File: src/rtl/i2c_byte_master.sv
module i2c_byte_master #(
  parameter int DIV_W = 6
) (
  input  logic       clk,
  input  logic       rst_n,
  input  logic       reg_wr,
  input  logic       reg_rd,
  input  logic [4:0] reg_addr,
  input  logic [7:0] reg_wdata,
  output logic [7:0] reg_rdata,
  output logic       irq,
  output logic       scl_oe,
  output logic       sda_oe,
  input  logic       sda_in
);
  localparam logic [4:0] A_OWN = 5'h00;
  localparam logic [4:0] A_DIV = 5'h04;
  localparam logic [4:0] A_CTL = 5'h08;
  localparam logic [4:0] A_STS = 5'h0C;
  localparam logic [4:0] A_DAT = 5'h10;

  typedef enum logic [2:0] {E_IDLE, E_START, E_BITS, E_ACK, E_STOP, E_HOLD} eng_t;

  logic [6:0]       own_q;
  logic [DIV_W-1:0] div_q, cnt_q;
  logic [5:0]       ctl_q;
  logic             icf_q, busy_q, iif_q, rxak_q, addr_ok_q;
  logic [7:0]       rx_q, sh_q;
  eng_t             st_q;
  logic [1:0]       q_q;
  logic [2:0]       bit_q;
  logic             rxm_q, isaddr_q, ackin_q;

  wire en   = ctl_q[5];
  wire ien  = ctl_q[4];
  wire msta = ctl_q[3];
  wire mtx  = ctl_q[2];
  wire txak = ctl_q[1];
  wire rsta = ctl_q[0];

  wire wr_own   = reg_wr && reg_addr == A_OWN;
  wire wr_div   = reg_wr && reg_addr == A_DIV;
  wire wr_ctl   = reg_wr && reg_addr == A_CTL;
  wire wr_sts   = reg_wr && reg_addr == A_STS;
  wire wr_dat   = reg_wr && reg_addr == A_DAT;
  wire soft_rst = wr_ctl && en && !reg_wdata[7];
  wire parked   = st_q == E_IDLE || st_q == E_HOLD;
  wire go_tx    = wr_dat && en && msta && parked;
  wire go_rx    = reg_rd && reg_addr == A_DAT && en && msta && !mtx && addr_ok_q && st_q == E_HOLD;
  wire bad_rd   = msta && (!addr_ok_q || mtx);
  wire tick     = cnt_q == div_q;
  wire last_q   = q_q == 2'd3;
  wire raise    = en && ien;

  always_ff @(posedge clk or negedge rst_n)
    if (!rst_n) own_q <= '0;
    else if (wr_own) own_q <= reg_wdata[7:1];

  always_ff @(posedge clk or negedge rst_n) begin
    if (!rst_n) begin
      div_q <= '0; ctl_q <= '0; icf_q <= 1'b1; busy_q <= 1'b0; iif_q <= 1'b0;
      rxak_q <= 1'b1; addr_ok_q <= 1'b0; rx_q <= '0; sh_q <= '0; st_q <= E_IDLE;
      q_q <= '0; cnt_q <= '0; bit_q <= '0; rxm_q <= 1'b0; isaddr_q <= 1'b0; ackin_q <= 1'b0;
    end else if (soft_rst) begin
      div_q <= '0; ctl_q <= '0; icf_q <= 1'b1; busy_q <= 1'b0; iif_q <= 1'b0;
      rxak_q <= 1'b1; addr_ok_q <= 1'b0; rx_q <= '0; sh_q <= '0; st_q <= E_IDLE;
      q_q <= '0; cnt_q <= '0; bit_q <= '0; rxm_q <= 1'b0; isaddr_q <= 1'b0; ackin_q <= 1'b0;
    end else begin
      if (wr_div) div_q <= reg_wdata[DIV_W-1:0];
      if (wr_ctl) begin
        ctl_q  <= reg_wdata[7:2];
        busy_q <= reg_wdata[5];
        if (!reg_wdata[5]) begin
          addr_ok_q <= 1'b0;
          if (st_q == E_HOLD) begin
            st_q <= E_STOP; q_q <= '0; cnt_q <= '0;
          end
        end
        if (reg_wdata[2] && addr_ok_q) begin
          addr_ok_q <= 1'b0;
          ctl_q[0]  <= 1'b0;
        end
      end
      if (wr_sts && !reg_wdata[1]) iif_q <= 1'b0;
      if (go_tx) begin
        sh_q <= reg_wdata; rxm_q <= 1'b0; isaddr_q <= !addr_ok_q; icf_q <= 1'b0;
        cnt_q <= '0; q_q <= '0; bit_q <= 3'd7;
        st_q <= addr_ok_q ? E_BITS : E_START;
      end
      if (go_rx) begin
        sh_q <= '0; rxm_q <= 1'b1; isaddr_q <= 1'b0; icf_q <= 1'b0;
        cnt_q <= '0; q_q <= '0; bit_q <= 3'd7; st_q <= E_BITS;
      end
      if (!parked) begin
        cnt_q <= tick ? '0 : cnt_q + 1'b1;
        if (tick) begin
          q_q <= q_q + 2'd1;
          case (st_q)
            E_START: if (last_q) st_q <= E_BITS;
            E_BITS: begin
              if (q_q == 2'd1 && rxm_q) sh_q[bit_q] <= sda_in;
              if (last_q) begin
                if (bit_q == 3'd0) st_q <= E_ACK;
                else bit_q <= bit_q - 3'd1;
              end
            end
            E_ACK: begin
              if (q_q == 2'd1) ackin_q <= sda_in;
              if (last_q) begin
                icf_q <= 1'b1;
                st_q  <= E_HOLD;
                if (rxm_q) begin
                  rx_q <= sh_q;
                  if (raise) iif_q <= 1'b1;
                end else if (isaddr_q) begin
                  rxak_q <= ackin_q;
                  if (!ackin_q) begin
                    addr_ok_q <= 1'b1;
                    if (raise) iif_q <= 1'b1;
                  end
                end else begin
                  rxak_q <= ackin_q;
                  if (ackin_q) begin
                    addr_ok_q <= 1'b0; st_q <= E_STOP;
                  end else if (raise) iif_q <= 1'b1;
                end
              end
            end
            E_STOP: if (q_q == 2'd2) st_q <= E_IDLE;
            default: ;
          endcase
        end
      end
    end
  end

  always_comb begin
    scl_oe = 1'b0;
    sda_oe = 1'b0;
    case (st_q)
      E_START: begin scl_oe = q_q == 2'd0 || last_q; sda_oe = q_q[1]; end
      E_BITS:  begin scl_oe = q_q == 2'd0 || last_q; sda_oe = !rxm_q && !sh_q[bit_q]; end
      E_ACK:   begin scl_oe = q_q == 2'd0 || last_q; sda_oe = rxm_q && !txak; end
      E_STOP:  begin scl_oe = q_q == 2'd0; sda_oe = !q_q[1]; end
      E_HOLD:  scl_oe = 1'b1;
      default: ;
    endcase
  end

  always_comb
    case (reg_addr)
      A_OWN:   reg_rdata = {own_q, 1'b0};
      A_DIV:   reg_rdata = 8'(div_q);
      A_CTL:   reg_rdata = {ctl_q, 2'b00};
      A_STS:   reg_rdata = {icf_q, 1'b0, busy_q, 3'b000, iif_q, rxak_q};
      A_DAT:   reg_rdata = bad_rd ? 8'hFF : rx_q;
      default: reg_rdata = 8'h00;
    endcase

  assign irq = iif_q;


  sda_quiet_chk: assert property (@(posedge clk) disable iff (!rst_n)
    (!scl_oe && $past(!scl_oe) && (st_q == E_BITS || st_q == E_ACK) && $past(st_q) == st_q)
    |-> $stable(sda_oe));

  icf_low_chk: assert property (@(posedge clk) disable iff (!rst_n)
    (st_q == E_BITS) |-> !icf_q);

  irq_gate_chk: assert property (@(posedge clk) disable iff (!rst_n)
    $rose(irq) |-> (en && ien));

  off_write_chk: assert property (@(posedge clk) disable iff (!rst_n)
    (wr_dat && !en && parked) |=> ($stable(st_q) && $stable(sh_q)));

  busy_set_chk: assert property (@(posedge clk) disable iff (!rst_n)
    (wr_ctl && !soft_rst && reg_wdata[5]) |=> busy_q);

  rsta_drop_chk: assert property (@(posedge clk) disable iff (!rst_n)
    (wr_ctl && !soft_rst && reg_wdata[2] && addr_ok_q && parked) |=> (!rsta && !addr_ok_q));

  keep_own_chk: assert property (@(posedge clk) disable iff (!rst_n)
    soft_rst |=> $stable(own_q));
endmodule

File: config.mk
export PLATFORM = sky130hd
export DESIGN_NAME = i2c_byte_master
export DESIGN_NICKNAME = d
export VERILOG_FILES = /design/src/rtl/i2c_byte_master.sv
export SDC_FILE = /design/constraint.sdc
export NUM_CORES = 1
export LEC_CHECK = 0
export CAP_MARGIN = 5
export CORE_AREA = 8 8 118 120
export DETAILED_ROUTE_END_ITERATION = 10
export DIE_AREA = 0 0 126 128
export SYNTH_ARGS = -nofsm -noshare
export SYNTH_HDL_FRONTEND = slang
export SYNTH_SLANG_ARGS = --single-unit
File: constraint.sdc
create_clock -name clk -period 4.8 [get_ports clk]
set_input_delay 0.96 -clock clk [delete_from_list [all_inputs] [get_ports clk]]
set_output_delay 0.96 -clock clk [all_outputs]
set_load 0.05 [all_outputs]
== Yosys cells after proc, flatten, opt, wreduce, memory -nomap -nowiden ==
Cells that the tools add are included.
Storage, ports and cells
  bits of input ports: 18
  register bits: 57
  logic and storage cells: 209
  output and inout port bits: 11
Operators by class
  add/subtract/negate cells: 3
  $lt $le $gt $ge: 2
  mux-type cells: 117
  equal/unequal tests: 18
  reductions and logical operators: 52
Operators with widths (number)
  $mux 8: 15
  $mux 6: 12
  $mux 3: 21
  $mux 1: 53
  $pmux 8 s5: 1
  $logic_and 1x1->1: 24
  $mux 2: 9
  $reduce_bool 2->1: 7
  $pmux 3 s4: 1
  $eq 5x4->1 const B: 2
  $ne 5x3->1 const B: 2
  $reduce_and 5->1: 2
  $bwmux 8: 1
  $logic_not 1->1: 8
  $add 6x1->6 const B: 1
  $eq 3x2->1 const B: 2
  $eq 3x3->1 const B: 2
  $eq 6x6->1: 1
  $logic_not 3->1: 2
  $eq 5x3->1 const B: 1
  $eq 5x5->1 const B: 1
  $logic_not 5->1: 1
  $ne 5x2->1 const B: 1
  $eq 2x2->1 const B: 2
  other kinds (18): 20

== Depth between registers and ports, before layout ==
Gate-level depths: netlist of run 1.
  depth after elaboration: 15
  mapped depth: 8

== Worst setup path after synthesis of run 1 ==
OpenSTA, ideal clock, no wires.
  kind: input to output
  start point: in reg_addr[1]
  end point: out reg_rdata[6]
  stages on the path: 3
  data required time: 3.840 ns
  arrival time: 2.776 ns
  setup slack: 1.064 ns
  cell sequence: or3_1 buf_2 o32ai_1
On the way
  cells in the longest elaborated chain, start to end: 2
  elaborated cells on any way between the ends: 6
RTL lines
  start: declaration: RTL line 8  | input logic [4:0] reg_addr,
  $eq 5x5->1 (tied with other cells): RTL line 151  | case (reg_addr)
  $pmux 8 s5 *: RTL line 151
  end: declaration: RTL line 10  | output logic [7:0] reg_rdata,
Mark *: on every way between the ends. The rest lies on a longest branch, timed or not.

== Worst setup path in the final report of run 1 ==
  start point: in reg_addr[3]
  end point: out reg_rdata[6]
The elaborated chain is that of the path after synthesis.

==> results of run 1 <==
sequential cells by signal, indices dropped and copies added, names as in the netlist:
register	flops
cnt_q	6
q_q	2
rx_q	8
icf_q	1
addr_ok_q	1
own_q	7
ackin_q	1
isaddr_q	1
bit_q	3
sh_q	8
rxak_q	1
div_q	6
ctl_q	6
irq	1
st_q	3
rxm_q	1
metrics by stage:
| step | worst slack (ns) | utilization |
|---|---|---|
| 6_report | 0.6038 | 0.3316 |
| 5_1_grt | 0.4598 | 0.3316 |
| 4_1_cts | 0.6208 | 0.3316 |
| 3_5_place_dp | 0.6359 | 0.3195 |
| 3_3_place_gp | 0.6702 | 0.3195 |
| 2_1_floorplan | 1.064 | - |
final cells by class:
class	count	area, um2
clock inverter	3	22.52
timing repair buffer	32	305.3
tap	150	187.7
fill	1261	8160
clock buffer	5	125.1
multi-input combinational	280	1971
inverter	9	33.78
sequential	56	1404
kinds of logic (layout without fill, tap and decap cells):
family                   after synthesis  in the layout  share of synthesized area
AO/OA/AOI/OAI                         83             83                     0.1692
XOR/XNOR                               8              8                    0.02849
adder cells (fa/ha/maj)                7              7                    0.02493
buffers and inverters                 29             49                    0.03953
flip-flops                            56             56                     0.3996
multiplexers                          34             34                     0.1075
AND/OR/NAND/NOR                      148            148                     0.2308
per-layer routing:
| layer | vias to the layer above | part of all wire | wire, um |
|---|---|---|---|
| met5 | - | 0 | 0 |
| met4 | 0 | 0.022 | 210 |
| met3 | 22 | 0.042 | 405 |
| met2 | 66 | 0.50 | 4747 |
| met1 | 1485 | 0.44 | 4187 |
| li1 | 1385 | - | - |
worst max-delay path, stage by stage:
cell             delay, ns
clkdlybuf4s50_1       0.62
nor4_2                0.38
nand2_1               0.24
o32ai_1               0.17
clkdlybuf4s50_1       0.87
final timing paths:
check / to / startpoint / slack [ns]
setup / recovery: reg_rdata[6] / reg_addr[3] / 0.60
hold / removal: ctl_q[0]$_DFFE_PN0P_ / ctl_q[0]$_DFFE_PN0P_ / 0.50
setup reg to reg: q_q[0]$_DFF_PN0_ / div_q[4]$_DFFE_PN0P_ / 2.41
hold reg to reg: ctl_q[0]$_DFFE_PN0P_ / ctl_q[0]$_DFFE_PN0P_ / 0.50
max in group asynchronous: rxak_q$_DFFE_PN1P_ / rst_n / 3.35
min in group asynchronous: rx_q[5]$_DFFE_PN0P_ / rst_n / 0.57
power by group through the flow:
stage,Clock (mW),Sequential [mW],Combinational [mW]
2_1_floorplan,0,0.625,0.576
3_3_place_gp,0,0.684,0.705
3_5_place_dp,0,0.686,0.716
4_1_cts,0.384,0.677,0.718
5_1_grt,0.403,0.694,0.785
6_report,0.377,0.679,0.714
Yosys cell counts (2+ instances only):
| library cell | number |
|---|---|
| nor4_1 | 6 |
| o2bb2ai_1 | 2 |
| o41ai_1 | 3 |
| mux4_2 | 2 |
| buf_2 | 6 |
| a311oi_1 | 2 |
| clkbuf_1 | 11 |
| or2_1 | 2 |
| dfrtp_1 | 54 |
| o22ai_1 | 7 |
| xnor2_1 | 2 |
| buf_6 | 3 |
| nor2b_1 | 8 |
| mux2_2 | 10 |
| nand2_1 | 29 |
| xor2_1 | 2 |
| nor3_1 | 10 |
| or2_2 | 2 |
| ha_1 | 7 |
| o32ai_1 | 2 |
| o21ai_0 | 11 |
| a32oi_1 | 2 |
| inv_1 | 9 |
| nand3b_1 | 2 |
| dfstp_2 | 2 |
| a21o_1 | 3 |
| xnor2_2 | 4 |
| o211ai_1 | 2 |
| nand2b_1 | 7 |
| nor4_2 | 2 |
| nand3_1 | 11 |
| mux2i_1 | 22 |
| a221oi_1 | 6 |
| a21oi_1 | 16 |
| nor4_4 | 2 |
| o31ai_1 | 3 |
| a22oi_1 | 5 |
| nand4_1 | 8 |
| a31o_2 | 3 |
| a211oi_1 | 6 |
| or3_1 | 8 |
| nor2_1 | 42 |
==> impl_metrics.tcl, run 1 <==
set metrics [dict create \
    status "complete, no violations" \
    hold_buffers 0 \
    min_path_type "register to register" \
    dpl-instance-area_um2 3901 \
    ys_ff_latch 56 \
    arrival_ns 3.24 \
    peakVddDrop_v 0.0001972 \
    overflow 0 \
    drt-initial-drc-count 193 \
    synth_top_area_frac 0.3846 \
    mostFrequentLayoutCell "dfrtp_1" \
    yosysTopAreaCell "dfrtp_1" \
    worstSetupEndpointType "primary output" \
    ios 29 \
    tritoncts "done" \
    met2_usage 0.2058 \
    grt_pass1_wl_mm 15.88 \
    required_ns 3.84 \
    cts-root-buf "clkbuf_16" \
    clkPwrFrac 0.213 \
    critPathKind "primary input to primary output" \
    synthCells 365 \
    power_frac_comb 0.404 \
    ys_top_cells_by_area "dfrtp_1, mux2i_1, nor2_1, mux2_2, nand2_1" \
    dr.pass1.iters 4 \
    async_flop_share 1.000 \
    routed_wirelength_mm 9.550 \
    seqPwrFrac 0.383 \
    tns_ns 0 \
    portBuffers 28 \
    power_switching_uw 739.4 \
    cts.repair.resized 0 \
    drive_above_1_share 0.1273 \
    use_met1 0.1519 \
    hold_ws_ns 0.5037 \
    switching_share 0.4178 \
    mostFrequentLayoutCells "dfrtp_1, nor2_1, nand2_1" \
    viasPerCell 5.529 \
    synth-warning-count 0 \
    grt_antenna_before_repair 0 \
    worst_slew_pin_slew_ns 0.8336 \
    synth.distinct_cells 61 \
    syn_area_per_cell_um2 9.626 \
    gp_congestion 0.8868 \
    wire_per_inst_um 17.85 \
    setup_violations 0 \
    fmax_mhz 238.3 \
    final_area_um2 4049 \
    min_period_ns 4.196 \
    die_area_um2 16130 \
    grt.busiest_layer "met2" \
    finalCritPeriodShare 0.8742 \
    min_path_cells 2 \
    powerDensity_nw_per_um2 437.1 \
    area_growth_pct 15.24 \
    vias 2958 \
    row_count 41 \
    cp-start-kind "primary input" \
    skew_ns 0.006905 \
    place_inst 527 \
    post_cts_buffers 0 \
    htreeDepth 2 \
    crit_path_max_fanout 12 \
    grt_use_total 0.1216 \
    slew_headroom 0.4422 \
    num_antenna_cells 0 \
    rsz0062_at_grt "false" \
    ys.flop_type "dfrtp_1" \
    drv_slew 0 \
    ant_nets 0 \
    cts_made_buffers 5 \
    clockBufferDepth 2 \
    fp.coreArea_um2 12210 \
    final_cells 535 \
    hpwl_mm 7.235 \
    grt_max_degree 41 \
    clkLatencyLatePin_ns 0.30 \
    synth-seq-area-share 0.3996 \
    total_power_mw 1.770 \
    cts_num_sinks 56 \
    synth-edff-count 0 \
    grt_pass1_vias 3053 \
    fp.dieH_um 128 \
    p_int_mw 1.030 \
    drc 0 \
    final-hold-violation-count 0 \
    synth_nets 390 \
    die_w_um 126 \
    synth_area_um2 3513 \
    maxCapViolCount 0 \
    power_leakage_nw 1.631 \
    met3_usage 0.01789 \
    initial_core_util 0.2878 \
    reg2regPathDepth 5 \
    nets 409 \
    clk_pin_slew_worst_paths_ns 0.08 \
]
(Power assumes the default switching activity.)
==> run 2, diff against run 1 <==
--- a/config.mk
+++ b/config.mk
@@ -9,6 +9,8 @@
 export CORE_AREA = 8 8 118 120
 export DETAILED_ROUTE_END_ITERATION = 10
 export DIE_AREA = 0 0 126 128
+export REMOVE_ABC_BUFFERS = 1
 export SYNTH_ARGS = -nofsm -noshare
 export SYNTH_HDL_FRONTEND = slang
 export SYNTH_SLANG_ARGS = --single-unit
+export TNS_END_PERCENT = 20
==> run 2 against run 1 <==
Count of clock-buffer cells in the layout rose by 2. Via count fell by 1.1%. Critical path depth did not move. Routed wire length rose by 0.55%. Highest routed layer unchanged. Critical endpoint is now reg_rdata[5]. Critical path type unchanged.
==> impl_metrics.tcl, run 2 (same netlist as run 1, synthesis figures left out) <==
set metrics [dict create \
    seqPwrFrac 0.384 \
    min_path_type "register to register" \
    gp_congestion 0.8671 \
    final-hold-violation-count 0 \
    power_frac_comb 0.403 \
    area_growth_pct 15.10 \
    fill_cells 1258 \
    skew_ns 0.007115 \
    p_int_mw 1.043 \
    dr.pass1.iters 4 \
    finalCritPeriodShare 0.8996 \
    clockBufferDepth 2 \
    path_common_cell "clkdlybuf4s50_1" \
    grt.busiest_layer "met2" \
    critPathKind "primary input to primary output" \
    die_w_um 126 \
    grt_use_total 0.1239 \
    grt_max_degree 57 \
    row_count 41 \
    nets 408 \
    met3_usage 0.02329 \
    path_buf_inv 2 \
    hpwl_mm 7.225 \
    die_area_um2 16130 \
    power_leakage_nw 1.622 \
    hold_buffers 0 \
    mostFrequentLayoutCells "dfrtp_1, nor2_1, nand2_1" \
    routed_wirelength_mm 9.603 \
    arrival_ns 3.36 \
    met2_usage 0.2020 \
    critical-path-slowest-cell "clkdlybuf4s50_1" \
    htreeDepth 2 \
    grt_pass1_vias 2924 \
    worstSetupEndpointType "primary output" \
    use_met1 0.1619 \
    grt_antenna_before_repair 0 \
    worstPathCellList "clkdlybuf4s50_1 -> nor4_2 -> nand2_1 -> o22ai_1 -> clkdlybuf4s50_1" \
    cp-start-kind "primary input" \
    total_power_mw 1.768 \
    switching_share 0.4101 \
    vias 2925 \
    setup_violations 0 \
    overflow 0 \
    viasPerCell 5.478 \
    cts_made_buffers 5 \
    clkLatencyLatePin_ns 0.29 \
    fp.dieH_um 128 \
    ios 29 \
    initial_core_util 0.2878 \
    portBuffers 28 \
    clk_pin_slew_worst_paths_ns 0.07 \
    tns_ns 0 \
    status "complete, no violations" \
    wire_per_inst_um 17.98 \
    power_switching_uw 725.1 \
    drt-initial-drc-count 190 \
    cts_num_sinks 56 \
    grt_pass1_wl_mm 16.00 \
    critPathMaxStageDelay_ns 0.84 \
    ant_nets 0 \
    num_antenna_cells 0 \
    drv_slew 0 \
    min_period_ns 4.318 \
    slew_headroom 0.4769 \
    post_cts_buffers 0 \
    clkPwrFrac 0.212 \
    cts-root-buf "clkbuf_16" \
    rsz0062_at_grt "false" \
    peakVddDrop_v 0.0001472 \
    worst_slew_pin_slew_ns 0.7788 \
    drc 0 \
    required_ns 3.84 \
    drive_above_1_share 0.1224 \
    crit_path_max_fanout 13 \
    tritoncts "done" \
    powerDensity_nw_per_um2 437.2 \
    fp.coreArea_um2 12210 \
    cp_top_family "buffers and inverters" \
    mostFrequentLayoutCell "dfrtp_1" \
    cts.repair.resized 0 \
    maxCapViolCount 0 \
    reg_top3 "rx_q x8, sh_q x8, own_q x7" \
    fmax_mhz 231.6 \
]
run 2: cell count changes in the layout (fill, tap and decap cells not counted):
cell        previous run  this run
buf_4                  4         3
clkbuf_1               0         1
clkbuf_8               0         1
clkinv_2               1         0
clkinv_4               1         0
clkinvlp_4             0         1
inv_6                  1         0
run 2: cell type report:
class                   count  area [um2]  share of cell area
well taps                 150       187.7             0.04641
clock inverters             1       7.507            0.001856
inverters                   9       33.78            0.008354
multi-input cells         280        1971              0.4873
clock buffers               7       142.6             0.03527
flip-flops and latches     56        1404              0.3472
repair buffers             31       297.8             0.07364
run 2: worst paths after layout:
check	startpoint	to	slack, ns	cells past startpoint
worst min register to register	ctl_q[0]$_DFFE_PN0P_	ctl_q[0]$_DFFE_PN0P_	0.51	2
max in group asynchronous	rst_n	ackin_q$_DFFE_PN0P_	3.50	2
worst max register to register	cnt_q[3]$_DFFE_PN0P_	q_q[0]$_DFF_PN0_	2.46	5
worst min-delay path	ctl_q[0]$_DFFE_PN0P_	ctl_q[0]$_DFFE_PN0P_	0.51	2
worst max-delay path	reg_addr[2]	reg_rdata[5]	0.48	5
min in group asynchronous	rst_n	rx_q[5]$_DFFE_PN0P_	0.80	2
run 2: worst min-delay path, delay by kind of cell, from the launching register on:
kind             cells  cell delay, ns
flip-flops           1            0.36
AND/OR/NAND/NOR      1            0.05
AO/OA/AOI/OAI        1            0.06
run 2: metal layers:
layer	part of all wire	wire length, um	vias to the layer above
met5	0	0	-
met4	0.017	161	0
met3	0.044	421	10
met2	0.48	4609	58
met1	0.46	4411	1467
li1	-	-	1390
run 2: through the flow:
step | setup slack, ns | cells | area [um2] | hold slack [ns] | util
after floorplan | 1.053 | 345 | 3408 | 0.4502 | -
after global placement | 0.5823 | 526 | 3894 | 0.4821 | 0.3189
after detailed placement | 0.5321 | 526 | 3894 | 0.4967 | 0.3189
after CTS | 0.5061 | 534 | 4044 | 0.5116 | 0.3312
after global routing | 0.3642 | 534 | 4044 | 0.5295 | 0.3312
final | 0.4817 | 534 | 4044 | 0.5072 | 0.3312
run 2: power by group through the flow:
stage / clock (mW) / sequential [mW] / combinational (mW)
after floorplan: 0 / 0.653 / 0.523
after global placement: 0 / 0.683 / 0.704
after detailed placement: 0 / 0.688 / 0.717
after CTS: 0.382 / 0.679 / 0.719
after global routing: 0.405 / 0.696 / 0.797
final: 0.375 / 0.680 / 0.713
==> run 3, diff against run 2 <==
--- a/config.mk
+++ b/config.mk
@@ -5,7 +5,7 @@
 export SDC_FILE = /design/constraint.sdc
 export NUM_CORES = 1
 export LEC_CHECK = 0
-export CAP_MARGIN = 5
+export CAP_MARGIN = 20
 export CORE_AREA = 8 8 118 120
 export DETAILED_ROUTE_END_ITERATION = 10
 export DIE_AREA = 0 0 126 128
==> results of run 3 <==
Same layout as run 2: the final DEF is identical, and so are final timing and power.
